[src/rtl/pll_seq_pkg.sv]
package pll_seq_pkg;

    typedef enum logic [4:0] {
        S_IDLE, S_UP_WAKE, S_UP_W, S_UP_INIT, S_GLIDE,
        S_RP_D2A, S_RP_D2B, S_RP_W1, S_RP_BYP, S_RP_DIS, S_RP_COEF,
        S_RP_EN, S_RP_LDET, S_RP_LOCK, S_RP_VCO, S_RP_W2, S_RP_D1A, S_RP_D1B,
        S_DN_BYP, S_DN_DIS, S_DN_IDDQ, S_FIN
    } seq_state_t;

    typedef enum logic [1:0] {
        GP_DOWN, GP_UP, GP_ONLY, GP_PWRDN
    } glide_purpose_t;

    localparam logic [1:0] ERR_NONE  = 2'd0;
    localparam logic [1:0] ERR_LOCK  = 2'd1;
    localparam logic [1:0] ERR_GLIDE = 2'd2;

    localparam logic [5:0] DIVCODE_HALF = 6'd2;
    localparam logic [5:0] DIVCODE_ONE  = 6'd0;
    localparam logic [5:0] BYPCODE_INIT = 6'h3C;

endpackage

[src/rtl/seq_timer.sv]
module seq_timer #(
    parameter int TW = 12
) (
    input  logic          clk,
    input  logic          rst_n,
    input  logic          load,
    input  logic [TW-1:0] load_val,
    output logic          expired
);
    logic [TW-1:0] cnt;

    always_ff @(posedge clk or negedge rst_n) begin
        if (!rst_n)         cnt <= '0;
        else if (load)      cnt <= load_val;
        else if (cnt != '0) cnt <= cnt - 1'b1;
    end

    assign expired = (cnt == '0);
endmodule

[src/rtl/nlo_calc.sv]
module nlo_calc #(
    parameter int MW          = 8,
    parameter int NW          = 8,
    parameter int REF_KHZ     = 12000,
    parameter int MIN_VCO_KHZ = 1000000
) (
    input  logic [MW-1:0] m,
    output logic [NW-1:0] n_lo
);
    localparam int PRW = MW + $clog2(MIN_VCO_KHZ + REF_KHZ + 1) + 1;
    localparam logic [PRW-1:0] NMAX = PRW'((1 << NW) - 1);

    logic [PRW-1:0] num;
    logic [PRW-1:0] quo;

    assign num  = PRW'(m) * PRW'(MIN_VCO_KHZ) + PRW'(REF_KHZ - 1);
    assign quo  = num / PRW'(REF_KHZ);
    assign n_lo = (quo > NMAX) ? NMAX[NW-1:0] : quo[NW-1:0];
endmodule

[src/rtl/pll_retune_seq.sv]
module pll_retune_seq
    import pll_seq_pkg::*;
#(
    parameter int MW          = 8,
    parameter int NW          = 8,
    parameter int PW          = 6,
    parameter int REF_KHZ     = 12000,
    parameter int MIN_VCO_KHZ = 1000000,
    parameter int CYC_PER_US  = 10,
    parameter int DIV_WAIT_US = 2,
    parameter int WAKE_US     = 5,
    parameter int LOCK_US     = 300,
    parameter int GLIDE_US    = 500
) (
    input  logic          clk,
    input  logic          rst_n,
    input  logic          start_up,
    input  logic          start_down,
    input  logic          start_prog,
    input  logic [MW-1:0] tgt_m,
    input  logic [NW-1:0] tgt_n,
    input  logic [PW-1:0] tgt_pl,
    input  logic          pll_lock,
    input  logic          glide_done,
    output logic          pll_en,
    output logic          lock_det_off,
    output logic          sel_vco,
    output logic          iddq,
    output logic [5:0]    vco_div,
    output logic [5:0]    byp_div,
    output logic          out_mode,
    output logic          div_wr,
    output logic [MW-1:0] coef_m,
    output logic [NW-1:0] coef_n,
    output logic [PW-1:0] coef_pl,
    output logic          glide_req,
    output logic          busy,
    output logic          done,
    output logic [1:0]    err
);
    localparam int DIV_C   = DIV_WAIT_US * CYC_PER_US;
    localparam int WAKE_C  = WAKE_US * CYC_PER_US;
    localparam int LOCK_C  = LOCK_US * CYC_PER_US;
    localparam int GLIDE_C = GLIDE_US * CYC_PER_US;
    localparam int TW      = $clog2(DIV_C + WAKE_C + LOCK_C + GLIDE_C + 1);

    seq_state_t     state, nxt;
    glide_purpose_t gp_q;
    logic           fb_q;
    logic [MW-1:0]  tm_q;
    logic [NW-1:0]  tn_q;
    logic [PW-1:0]  tp_q;
    logic [NW-1:0]  nlo_cur, nlo_new;
    logic           tmr_load, tmr_exp;
    logic [TW-1:0]  tmr_val;
    logic           same_mp;

    nlo_calc #(.MW(MW), .NW(NW), .REF_KHZ(REF_KHZ), .MIN_VCO_KHZ(MIN_VCO_KHZ))
        u_nlo_cur (.m(coef_m), .n_lo(nlo_cur));
    nlo_calc #(.MW(MW), .NW(NW), .REF_KHZ(REF_KHZ), .MIN_VCO_KHZ(MIN_VCO_KHZ))
        u_nlo_new (.m(tm_q), .n_lo(nlo_new));

    seq_timer #(.TW(TW)) u_tmr (
        .clk(clk), .rst_n(rst_n), .load(tmr_load), .load_val(tmr_val), .expired(tmr_exp)
    );

    assign same_mp   = pll_en && (tgt_m == coef_m) && (tgt_pl == coef_pl);
    assign glide_req = (state == S_GLIDE);
    assign busy      = (state != S_IDLE);
    assign done      = (state == S_FIN);

    // next-state logic
    always_comb begin
        nxt = state;
        unique case (state)
            S_IDLE: begin
                if (start_up)
                    nxt = S_UP_WAKE;
                else if (start_down)
                    nxt = (pll_en && nlo_cur != coef_n) ? S_GLIDE : S_DN_BYP;
                else if (start_prog) begin
                    if (same_mp)
                        nxt = (tgt_n != coef_n) ? S_GLIDE : S_FIN;
                    else if (pll_en && nlo_cur != coef_n)
                        nxt = S_GLIDE;
                    else
                        nxt = S_RP_D2A;
                end
            end
            S_UP_WAKE: nxt = S_UP_W;
            S_UP_W:    if (tmr_exp) nxt = S_UP_INIT;
            S_UP_INIT: nxt = S_FIN;
            S_GLIDE: begin
                if (glide_done)
                    nxt = (gp_q == GP_DOWN)  ? S_RP_D2A :
                          (gp_q == GP_PWRDN) ? S_DN_BYP : S_FIN;
                else if (tmr_exp)
                    nxt = (gp_q == GP_PWRDN) ? S_DN_BYP : S_RP_D2A;
            end
            S_RP_D2A:  nxt = S_RP_D2B;
            S_RP_D2B:  nxt = S_RP_W1;
            S_RP_W1:   if (tmr_exp) nxt = S_RP_BYP;
            S_RP_BYP:  nxt = S_RP_DIS;
            S_RP_DIS:  nxt = S_RP_COEF;
            S_RP_COEF: nxt = S_RP_EN;
            S_RP_EN:   nxt = S_RP_LDET;
            S_RP_LDET: nxt = S_RP_LOCK;
            S_RP_LOCK: begin
                if (pll_lock)     nxt = S_RP_VCO;
                else if (tmr_exp) nxt = fb_q ? S_FIN : S_RP_D2A;
            end
            S_RP_VCO:  nxt = S_RP_W2;
            S_RP_W2:   if (tmr_exp) nxt = S_RP_D1A;
            S_RP_D1A:  nxt = S_RP_D1B;
            S_RP_D1B:  nxt = (!fb_q && tn_q != coef_n) ? S_GLIDE : S_FIN;
            S_DN_BYP:  nxt = S_DN_DIS;
            S_DN_DIS:  nxt = S_DN_IDDQ;
            S_DN_IDDQ: nxt = S_FIN;
            S_FIN:     nxt = S_IDLE;
            default:   nxt = S_IDLE;
        endcase
    end

    // wait windows are loaded on entry to a timed state
    assign tmr_load = (nxt != state);
    always_comb begin
        unique case (nxt)
            S_GLIDE:         tmr_val = TW'(GLIDE_C - 1);
            S_RP_LOCK:       tmr_val = TW'(LOCK_C - 1);
            S_RP_W1, S_RP_W2: tmr_val = TW'(DIV_C - 1);
            S_UP_W:          tmr_val = TW'(WAKE_C - 1);
            default:         tmr_val = '0;
        endcase
    end

    // state register
    always_ff @(posedge clk or negedge rst_n) begin
        if (!rst_n) state <= S_IDLE;
        else        state <= nxt;
    end

    // outputs and sequence registers
    always_ff @(posedge clk or negedge rst_n) begin
        if (!rst_n) begin
            pll_en <= 1'b0;  lock_det_off <= 1'b1;  sel_vco <= 1'b0;  iddq <= 1'b1;
            vco_div <= DIVCODE_ONE;  byp_div <= '0;  out_mode <= 1'b0;  div_wr <= 1'b0;
            coef_m <= MW'(1);  coef_n <= '0;  coef_pl <= '0;
            gp_q <= GP_DOWN;  fb_q <= 1'b0;  err <= ERR_NONE;
            tm_q <= '0;  tn_q <= '0;  tp_q <= '0;
        end else begin
            div_wr <= 1'b0;
            unique case (state)
                S_IDLE: begin
                    if (start_up || start_down || start_prog) begin
                        err <= ERR_NONE;  fb_q <= 1'b0;
                        tm_q <= tgt_m;  tn_q <= tgt_n;  tp_q <= tgt_pl;
                    end
                    if (nxt == S_GLIDE) begin
                        if (!start_down && same_mp) begin
                            gp_q <= GP_ONLY;  coef_n <= tgt_n;
                        end else begin
                            gp_q <= start_down ? GP_PWRDN : GP_DOWN;
                            coef_n <= nlo_cur;
                        end
                    end
                end
                S_UP_WAKE: iddq <= 1'b0;
                S_UP_INIT: begin
                    out_mode <= 1'b1;  vco_div <= DIVCODE_ONE;
                    byp_div <= BYPCODE_INIT;  div_wr <= 1'b1;
                end
                S_GLIDE: if (!glide_done && tmr_exp) begin
                    err <= ERR_GLIDE;
                    if (gp_q != GP_PWRDN) fb_q <= 1'b1;
                end
                S_RP_D2A, S_RP_D2B: begin vco_div <= DIVCODE_HALF; div_wr <= 1'b1; end
                S_RP_BYP:  sel_vco <= 1'b0;
                S_RP_DIS:  pll_en <= 1'b0;
                S_RP_COEF: begin
                    coef_m <= tm_q;  coef_pl <= tp_q;
                    coef_n <= fb_q ? tn_q : nlo_new;
                end
                S_RP_EN:   pll_en <= 1'b1;
                S_RP_LDET: lock_det_off <= 1'b0;
                S_RP_LOCK: if (!pll_lock && tmr_exp) begin
                    if (fb_q) err <= ERR_LOCK;
                    else      fb_q <= 1'b1;
                end
                S_RP_VCO:  sel_vco <= 1'b1;
                S_RP_D1A:  begin vco_div <= DIVCODE_ONE; div_wr <= 1'b1; end
                S_RP_D1B:  begin
                    vco_div <= DIVCODE_ONE;  div_wr <= 1'b1;
                    if (nxt == S_GLIDE) begin gp_q <= GP_UP; coef_n <= tn_q; end
                end
                S_DN_BYP:  sel_vco <= 1'b0;
                S_DN_DIS:  pll_en <= 1'b0;
                S_DN_IDDQ: iddq <= 1'b1;
                default: ;
            endcase
        end
    end

    // ---------------- assertions ----------------
    assert_div_pair_R4: assert property (@(posedge clk) disable iff (!rst_n)
        ($rose(div_wr) && vco_div == DIVCODE_HALF) |=> (div_wr && vco_div == DIVCODE_HALF));

    assert_bypass_first_R5: assert property (@(posedge clk) disable iff (!rst_n)
        $fell(pll_en) |-> !sel_vco);

    assert_coef_when_off_R5: assert property (@(posedge clk) disable iff (!rst_n)
        !$stable({coef_m, coef_pl}) |-> (!pll_en && !sel_vco));

    assert_vco_after_lock_R6: assert property (@(posedge clk) disable iff (!rst_n)
        $rose(sel_vco) |-> $past(pll_lock, 2));

    assert_iddq_when_off_R10: assert property (@(posedge clk) disable iff (!rst_n)
        $rose(iddq) |-> !pll_en);

    assert_err_quiet_R12: assert property (@(posedge clk) disable iff (!rst_n)
        (!busy && $past(!busy)) |-> $stable(err));
endmodule

[config.mk]
export PLATFORM = sky130hd
export DESIGN_NAME = pll_retune_seq
export DESIGN_NICKNAME = d
export VERILOG_FILES = /design/src/rtl/pll_seq_pkg.sv /design/src/rtl/seq_timer.sv /design/src/rtl/nlo_calc.sv /design/src/rtl/pll_retune_seq.sv
export SDC_FILE = /design/constraint.sdc
export NUM_CORES = 1
export LEC_CHECK = 0
export ABC_AREA = 1
export BUFFER_PORTS_ARGS = -buffer_cell sky130_fd_sc_hd__buf_2
export CAP_MARGIN = 20
export CORE_ASPECT_RATIO = 2
export CORE_MARGIN = 3
export CORE_UTILIZATION = 52
export CTS_CLUSTER_SIZE = 28
export DETAILED_ROUTE_END_ITERATION = 16
export GPL_TIMING_DRIVEN = 1
export PLACE_DENSITY = 0.68
export SLEW_MARGIN = 20
export SYNTH_ARGS = -nofsm -noshare
export SYNTH_HDL_FRONTEND = slang
export SYNTH_SLANG_ARGS = --single-unit
[constraint.sdc]
create_clock -name clk -period 21.4 [get_ports clk]
set_input_delay 2.14 -clock clk [delete_from_list [all_inputs] [get_ports clk]]
set_output_delay 2.14 -clock clk [all_outputs]
set_load 0.005 [all_outputs]
## Word level (Yosys, flattened, before mapping)

Cells that the tools add are included.

| word-level totals | value |
|---|---|
| output and inout bits | 45 |
| bits in registers | 80 |
| bits of input ports | 29 |
| logic and storage cells | 157 |
| memories kept | 0 |
| bits in latches | 0 |
| bits in read-only memories | 0 |
| memory bits (writable) | 0 |

| cells by class | value |
|---|---|
| multipliers | 2 |
| add/subtract/negate cells | 3 |
| order comparisons | 2 |
| bitwise operators | 0 |
| div/mod/pow operators | 2 |
| shift operators | 0 |
| reductions and logical operators | 38 |
| multiplexer cells | 50 |
| equal/unequal tests | 41 |

Operator list:

| operator | count |
|---|---|
| $pmux W5 S20 | 1 |
| $mux W5 | 17 |
| $add A28 B14 Y29 const B | 2 |
| $div A29 B14 Y29 const B | 2 |
| $gt A29 B8 Y1 const B | 2 |
| $pmux W13 S4 | 1 |
| $eq A5 B4 Y1 const B | 10 |
| $mux W8 | 6 |
| $mul A8 B14 Y22 const B | 2 |
| $eq A5 B3 Y1 const B | 6 |
| $eq A5 B5 Y1 const B | 6 |
| $mux W13 | 2 |
| $ne A8 B8 Y1 | 3 |
| $pmux W8 S3 | 1 |
| $mux W2 | 8 |
| $eq A5 B2 Y1 const B | 3 |
| $logic_not A13 Y1 | 1 |
| $reduce_bool A13 Y1 | 1 |
| $sub A13 B1 Y13 const B | 1 |
| $ne A2 B2 Y1 const B | 6 |
| $pmux W6 S2 | 1 |
| $reduce_bool A2 Y1 | 6 |
| $reduce_and A5 Y1 | 2 |
| $reduce_or A2 Y1 | 5 |
| 23 further kinds | 43 |

## Logic depth before layout (Yosys ltp)

| depth | value |
|---|---|
| depth in word-level cells | 17 |
| depth in mapped cells | 164 |
| depth with buffers taken out | 156 |

## Hierarchy

A second synthesis with hierarchy kept.

| second synthesis, totals | value |
|---|---|
| cells, all modules | 4,749 |
| area, all modules | 28,459.8 um^2 |

Modules (own cells, without submodules):

| module | cells each | times used | area an instance (um^2) |
|---|---|---|---|
| nlo_calc | 1,991 | 2 | 11,708.7 |
| pll_retune_seq | 632 | 1 | 4,131.5 |
| seq_timer | 135 | 1 | 910.9 |

## Worst setup path after synthesis

OpenSTA, ideal clock, no wires.

| timing | value |
|---|---|
| path type | register -> register |
| from | register coef_m[2] |
| to | register coef_n[6] |
| library setup time | 0.118 ns |
| period minus slack after synthesis | 16.013 ns |
| arrival | 15.895 ns |
| path slack | 5.387 ns |
| cell stages (with the launch flop) | 138 |
| data required time | 21.282 ns |
| cell sequence | dfrtp_1 fa_1 ha_1 fa_1 inv_1 fa_1 inv_1 ha_1 nand2_1 inv_1 a21oi_1 nand3_1 nand4_1 nand2_1 xnor2_1 nand3_2 nand2_2 nand3_1 [102 not listed] nand2_1 nand3_1 nand2_1 nand2_1 nand4_2 nand3_1 nand2_1 nand2_1 nand2_2 nand2_1 nand2_1 nor2_4 nand2_2 nand2_4 nand2_4 buf_8 nand2_1 o21ai_2 |

RTL lines:

| what | line | source |
|---|---|---|
| start, declared | pll_retune_seq.sv:33 | `output logic [MW-1:0] coef_m,` |
| start signal, assigned | pll_retune_seq.sv:180 | `coef_m <= tm_q; coef_pl <= tp_q;` |
| $mul A8 B14 Y22 | nlo_calc.sv:16 | `assign num = PRW'(m) * PRW'(MIN_VCO_KHZ) + PRW'(REF_KHZ - 1);` |
| $add A28 B14 Y29 | nlo_calc.sv:16 |  |
| $div A29 B14 Y29 | nlo_calc.sv:17 | `assign quo = num / PRW'(REF_KHZ);` |
| $gt A29 B8 Y1 | nlo_calc.sv:18 | `assign n_lo = (quo > NMAX) ? NMAX[NW-1:0] : quo[NW-1:0];` |
| $mux W8 | nlo_calc.sv:18 |  |
| $ne A8 B8 Y1 | pll_retune_seq.sv:80 | `nxt = (pll_en && nlo_cur != coef_n) ? S_GLIDE : S_DN_BYP;` |
| $logic_and A1 B1 Y1 | pll_retune_seq.sv:80 |  |
| $mux W5 | pll_retune_seq.sv:80 |  |
| $mux W5 (*) | pll_retune_seq.sv:79 | `else if (start_down)` |
| $mux W5 (*) | pll_retune_seq.sv:77 | `if (start_up)` |
| $pmux W5 S20 (*) | pll_retune_seq.sv:75 | `unique case (state)` |
| via nxt[2] | pll_retune_seq.sv:47 | `seq_state_t state, nxt;` |
| $eq A5 B3 Y1 (*) | pll_retune_seq.sv:158, pll_retune_seq.sv:193 |  |
| $ne A2 B2 Y1 (no line) | n/a |  |
| $reduce_and A3 Y1 (no line) (*) | n/a |  |
| end signal, assigned | pll_retune_seq.sv:163 | `coef_n <= nlo_cur;` |
| end signal, assigned | pll_retune_seq.sv:181 | `coef_n <= fb_q ? tn_q : nlo_new;` |
| end, declared | pll_retune_seq.sv:34 | `output logic [NW-1:0] coef_n,` |

The timed path passes the listed nets; every way through them passes the cells marked *. The select of a mux whose other input is x is not followed.
A chain may end at the register's enable or synchronous reset.

## Worst setup path in the final report

| timing | value |
|---|---|
| from | register tm_q[2] |
| to | register coef_n[0] |

| between the ends | value |
|---|---|
| cells in the longest elaborated chain, start to end | 7 |

RTL lines:

| what | line | source |
|---|---|---|
| start, declared | pll_retune_seq.sv:50 | `logic [MW-1:0] tm_q;` |
| start signal, assigned | pll_retune_seq.sv:156 | `tm_q <= tgt_m; tn_q <= tgt_n; tp_q <= tgt_pl;` |
| $mul A8 B14 Y22 (*) | nlo_calc.sv:16 |  |
| $add A28 B14 Y29 (*) | nlo_calc.sv:16 |  |
| $div A29 B14 Y29 (*) | nlo_calc.sv:17 |  |
| $gt A29 B8 Y1 | nlo_calc.sv:18 |  |
| $mux W8 (*) | nlo_calc.sv:18 |  |
| $mux W8 (*) | pll_retune_seq.sv:181 |  |
| $pmux W8 S3 (*) | pll_retune_seq.sv:152 | `unique case (state)` |

Every way passes the cells marked *; elsewhere a longest branch is shown, timed or not.

==> summary.txt <==
Status
  – Status: finished, final reports clean

Flow run
  – MaxCap Viol Count: 0

Critical path
  – Critical-path top delay cell: fa_1
  – Crit path from: tm_q[2]$_DFFE_PN0P_
  – Crit path DAT: 20.07 ns
  – Reg2Reg Launch Point: tm_q[2]$_DFFE_PN0P_
  – Setup crit start kind: register
  – Crit path largest cell delay: 0.56 ns
  – Cell mode on critical path: nand2_1
  – Crit. End Element: register
  – Worst-path fanout max: 23
  – CP Class: register to register
  – Req. time, crit path: 21.63 ns

Layout
  – Layout-stage area growth over the synthesis result: 4.92%
  – Final Util: 55.7%
  – Final #Nets: 4568
  – Finished Cell Area: 25700 sq um
  – Layout cells sized above 1: 14.4%

Clock tree
  – Sink Count: 74
  – Clock H-tree levels: 3
  – CTS tree: built
  – Clk root buf: clkbuf_16
  – Clk_lat worst skew: 0.34 ns
  – Total CTS buffers: 9
  – Clk slew on worst S/H paths: 0.07 ns
  – CTS max path bufs: 2

Timing
  – Final setup violation count: 0
  – Relative slew margins: 35.5%
  – Layout Skew: 0.0133 ns
  – Hold Vio Cnt, Final: 0
  – Slew @ Worst Pin: 0.967 ns
  – Tmin final: 19.84 ns
  – Tcrit/Tclk final: 92.7%
  – Max frequency: 50.4 MHz
  – Final Max Slew Viols: 0

GRT
  – Largest net degree at the start of global routing: 75
  – Vias in the first global route: 27065
  – Remaining global-route overflow: 0
  – Initial antenna violation count: 8
  – GRT Overall Usage: 31.3%
  – First-pass GRT wire length: 129000 microns

Logic synthesis
  – Average cell area after synthesis: 5.64 sq um
  – Post-synthesis xor/xnor area fraction: 7.35%
  – Area leader, netlist: nand2_1
  – Synth top area share: 21.4%
  – Syn Std Cell Area: 24500 sq um
  – Compound-Gate Fraction of Synth Area: 9.73%
  – Top-count cell post-synth: nand2_1
  – Area contributors post-synth: nand2_1, nand3_1, inv_1, dfrtp_1, ha_1
  – Commonest register cell after synthesis: dfrtp_1
  – Synth Area in Adders: 8.97%
  – Post-synthesis register bit count: 74
  – Ys Warns: 0
  – Mapped Cells: 4341
  – Simple-gate share of the synthesized area: 53.5%
  – Yosys cell types: 79
  – Largest family of logic cells by synthesized area: simple AND/OR/NAND/NOR gates
  – Synth top cells by count: nand2_1, inv_1, nand3_1, nor2_1, nand2_2
  – Post-synth ARST share: 100%
  – Sequential area share after synthesis: 7.58%
  – Number of synthesized flops with an enable pin: 0
  – Multiplexer area fraction after synthesis: 0%

Min path
  – Hold Crit Class: register to register
  – Hold_sp: lock_det_off$_DFFE_PN1P_

Floorplanning
  – Die W: 159 microns
  – Starting Density: 53.1%
  – IO Pins: 74
  – Die area: 49900 sq um
  – Die Height: 313 microns
  – Core area: 46100 sq um
  – Rows: 111

Placed design
  – Post-DP HPWL: 69600 microns
  – Placed Area: 25000 sq um
  – Routability cong.: 0.986
  – IO Port Bufs: 66

Routing
  – Final ANT Viol Nets: 0
  – First-pass detailed-route iteration total: 5
  – DRC viols: 0
  – WL per Instance: 16.3 microns
  – Final wirelength: 81500 microns
  – Via density: 5.47
  – Iteration-0 DRC Markers: 1394
  – Vias: 27428
cells in the final DEF, fill, tap and decap left out, types with 65 or more instances in the layout:
master,n
a21oi_1,93
nand2_2,163
inv_1,574
nand3_1,474
o21ai_0,119
nand4_1,94
xor2_1,148
buf_2,65
nor2_1,387
nand2_1,1395
nor2_2,67
ha_1,121
area by class of cell:
| class | count | area, sq um |
|---|---|---|
| clock inverters | 7 | 85.1 |
| fillers | 5083 | 20400 |
| flip-flops and latches | 74 | 1870 |
| inverters | 659 | 2490 |
| multi-input cells | 3550 | 19700 |
| clock buffers | 9 | 225 |
| diodes | 4 | 10.0 |
| well taps | 621 | 777 |
| repair buffers | 90 | 513 |
stage by stage:
stage               cells      TNS, ns  setup WS [ns]  hold slack (ns)
floorplan            4347            0           5.39            0.433
global placement     4976            0          0.831            0.431
detailed placement   4976            0          0.662            0.433
CTS                  4992            0          0.596            0.445
global route         5011  -0.00000888    -0.00000888            0.474
finish               5014            0           1.56            0.447
layer usage:
metal  track usage [%]  part of all wire (%)  vias up
met4              24.3                   9.1        8
met1              25.2                    31    12443
met5                 0                 0.066        -
li1                  -                     -    13907
met2              66.3                    57      684
met3              2.91                   2.7      386
flip-flops by register name (all words and copies together), names as in the netlist:
register      cells
pll_en            1
state             5
fb_q              1
coef_n            8
err               2
lock_det_off      1
byp_div           1
sel_vco           1
coef_m            8
div_wr            1
tm_q              8
tn_q              8
iddq              1
coef_pl           6
u_tmr.cnt        13
tp_q              6
gp_q              2
vco_div           1
critical path: cells and delay by family, from the launching register on:
family | cells | cell delay (ns)
XOR/XNOR | 2 | 0.53
adder cells (fa/ha/maj) | 5 | 2.20
buffers and inverters | 14 | 1.46
AND/OR/NAND/NOR | 92 | 12.65
AO/OA/AOI/OAI | 11 | 2.32
flip-flops | 1 | 0.50
cell families (layout without fill, tap and decap cells):
logic type	after synthesis	count (layout)
AOI/OAI and AO/OA	386	386
xor gates and xnor gates	201	201
adders and majority gates	155	155
buffers and inverters	725	765
DFF	74	74
other	1	11
and+or+nand+nor	2799	2801
final timing paths:
check | cells past startpoint | endpoint | slack [ns]
hold / removal | 2 | lock_det_off$_DFFE_PN1P_ | 0.45
max in group asynchronous | 1 | tm_q[1]$_DFFE_PN0P_ | 18.76
hold reg to reg | 2 | lock_det_off$_DFFE_PN1P_ | 0.45
min in group asynchronous | 1 | vco_div[1]$_DFFE_PN0P_ | 1.93
setup / recovery | 124 | coef_n[0]$_DFFE_PN0P_ | 1.56
setup reg to reg | 124 | coef_n[0]$_DFFE_PN0P_ | 1.56
what timing repair did:
item	in CTS	in global routing
buffers inserted	0	16
setup endpoints to repair	0	27
hold buffers	0	0
resized for setup	0	47
Power is not shown: default switching activity piles up to over one toggle a cycle in this logic, so the estimate is an artifact.
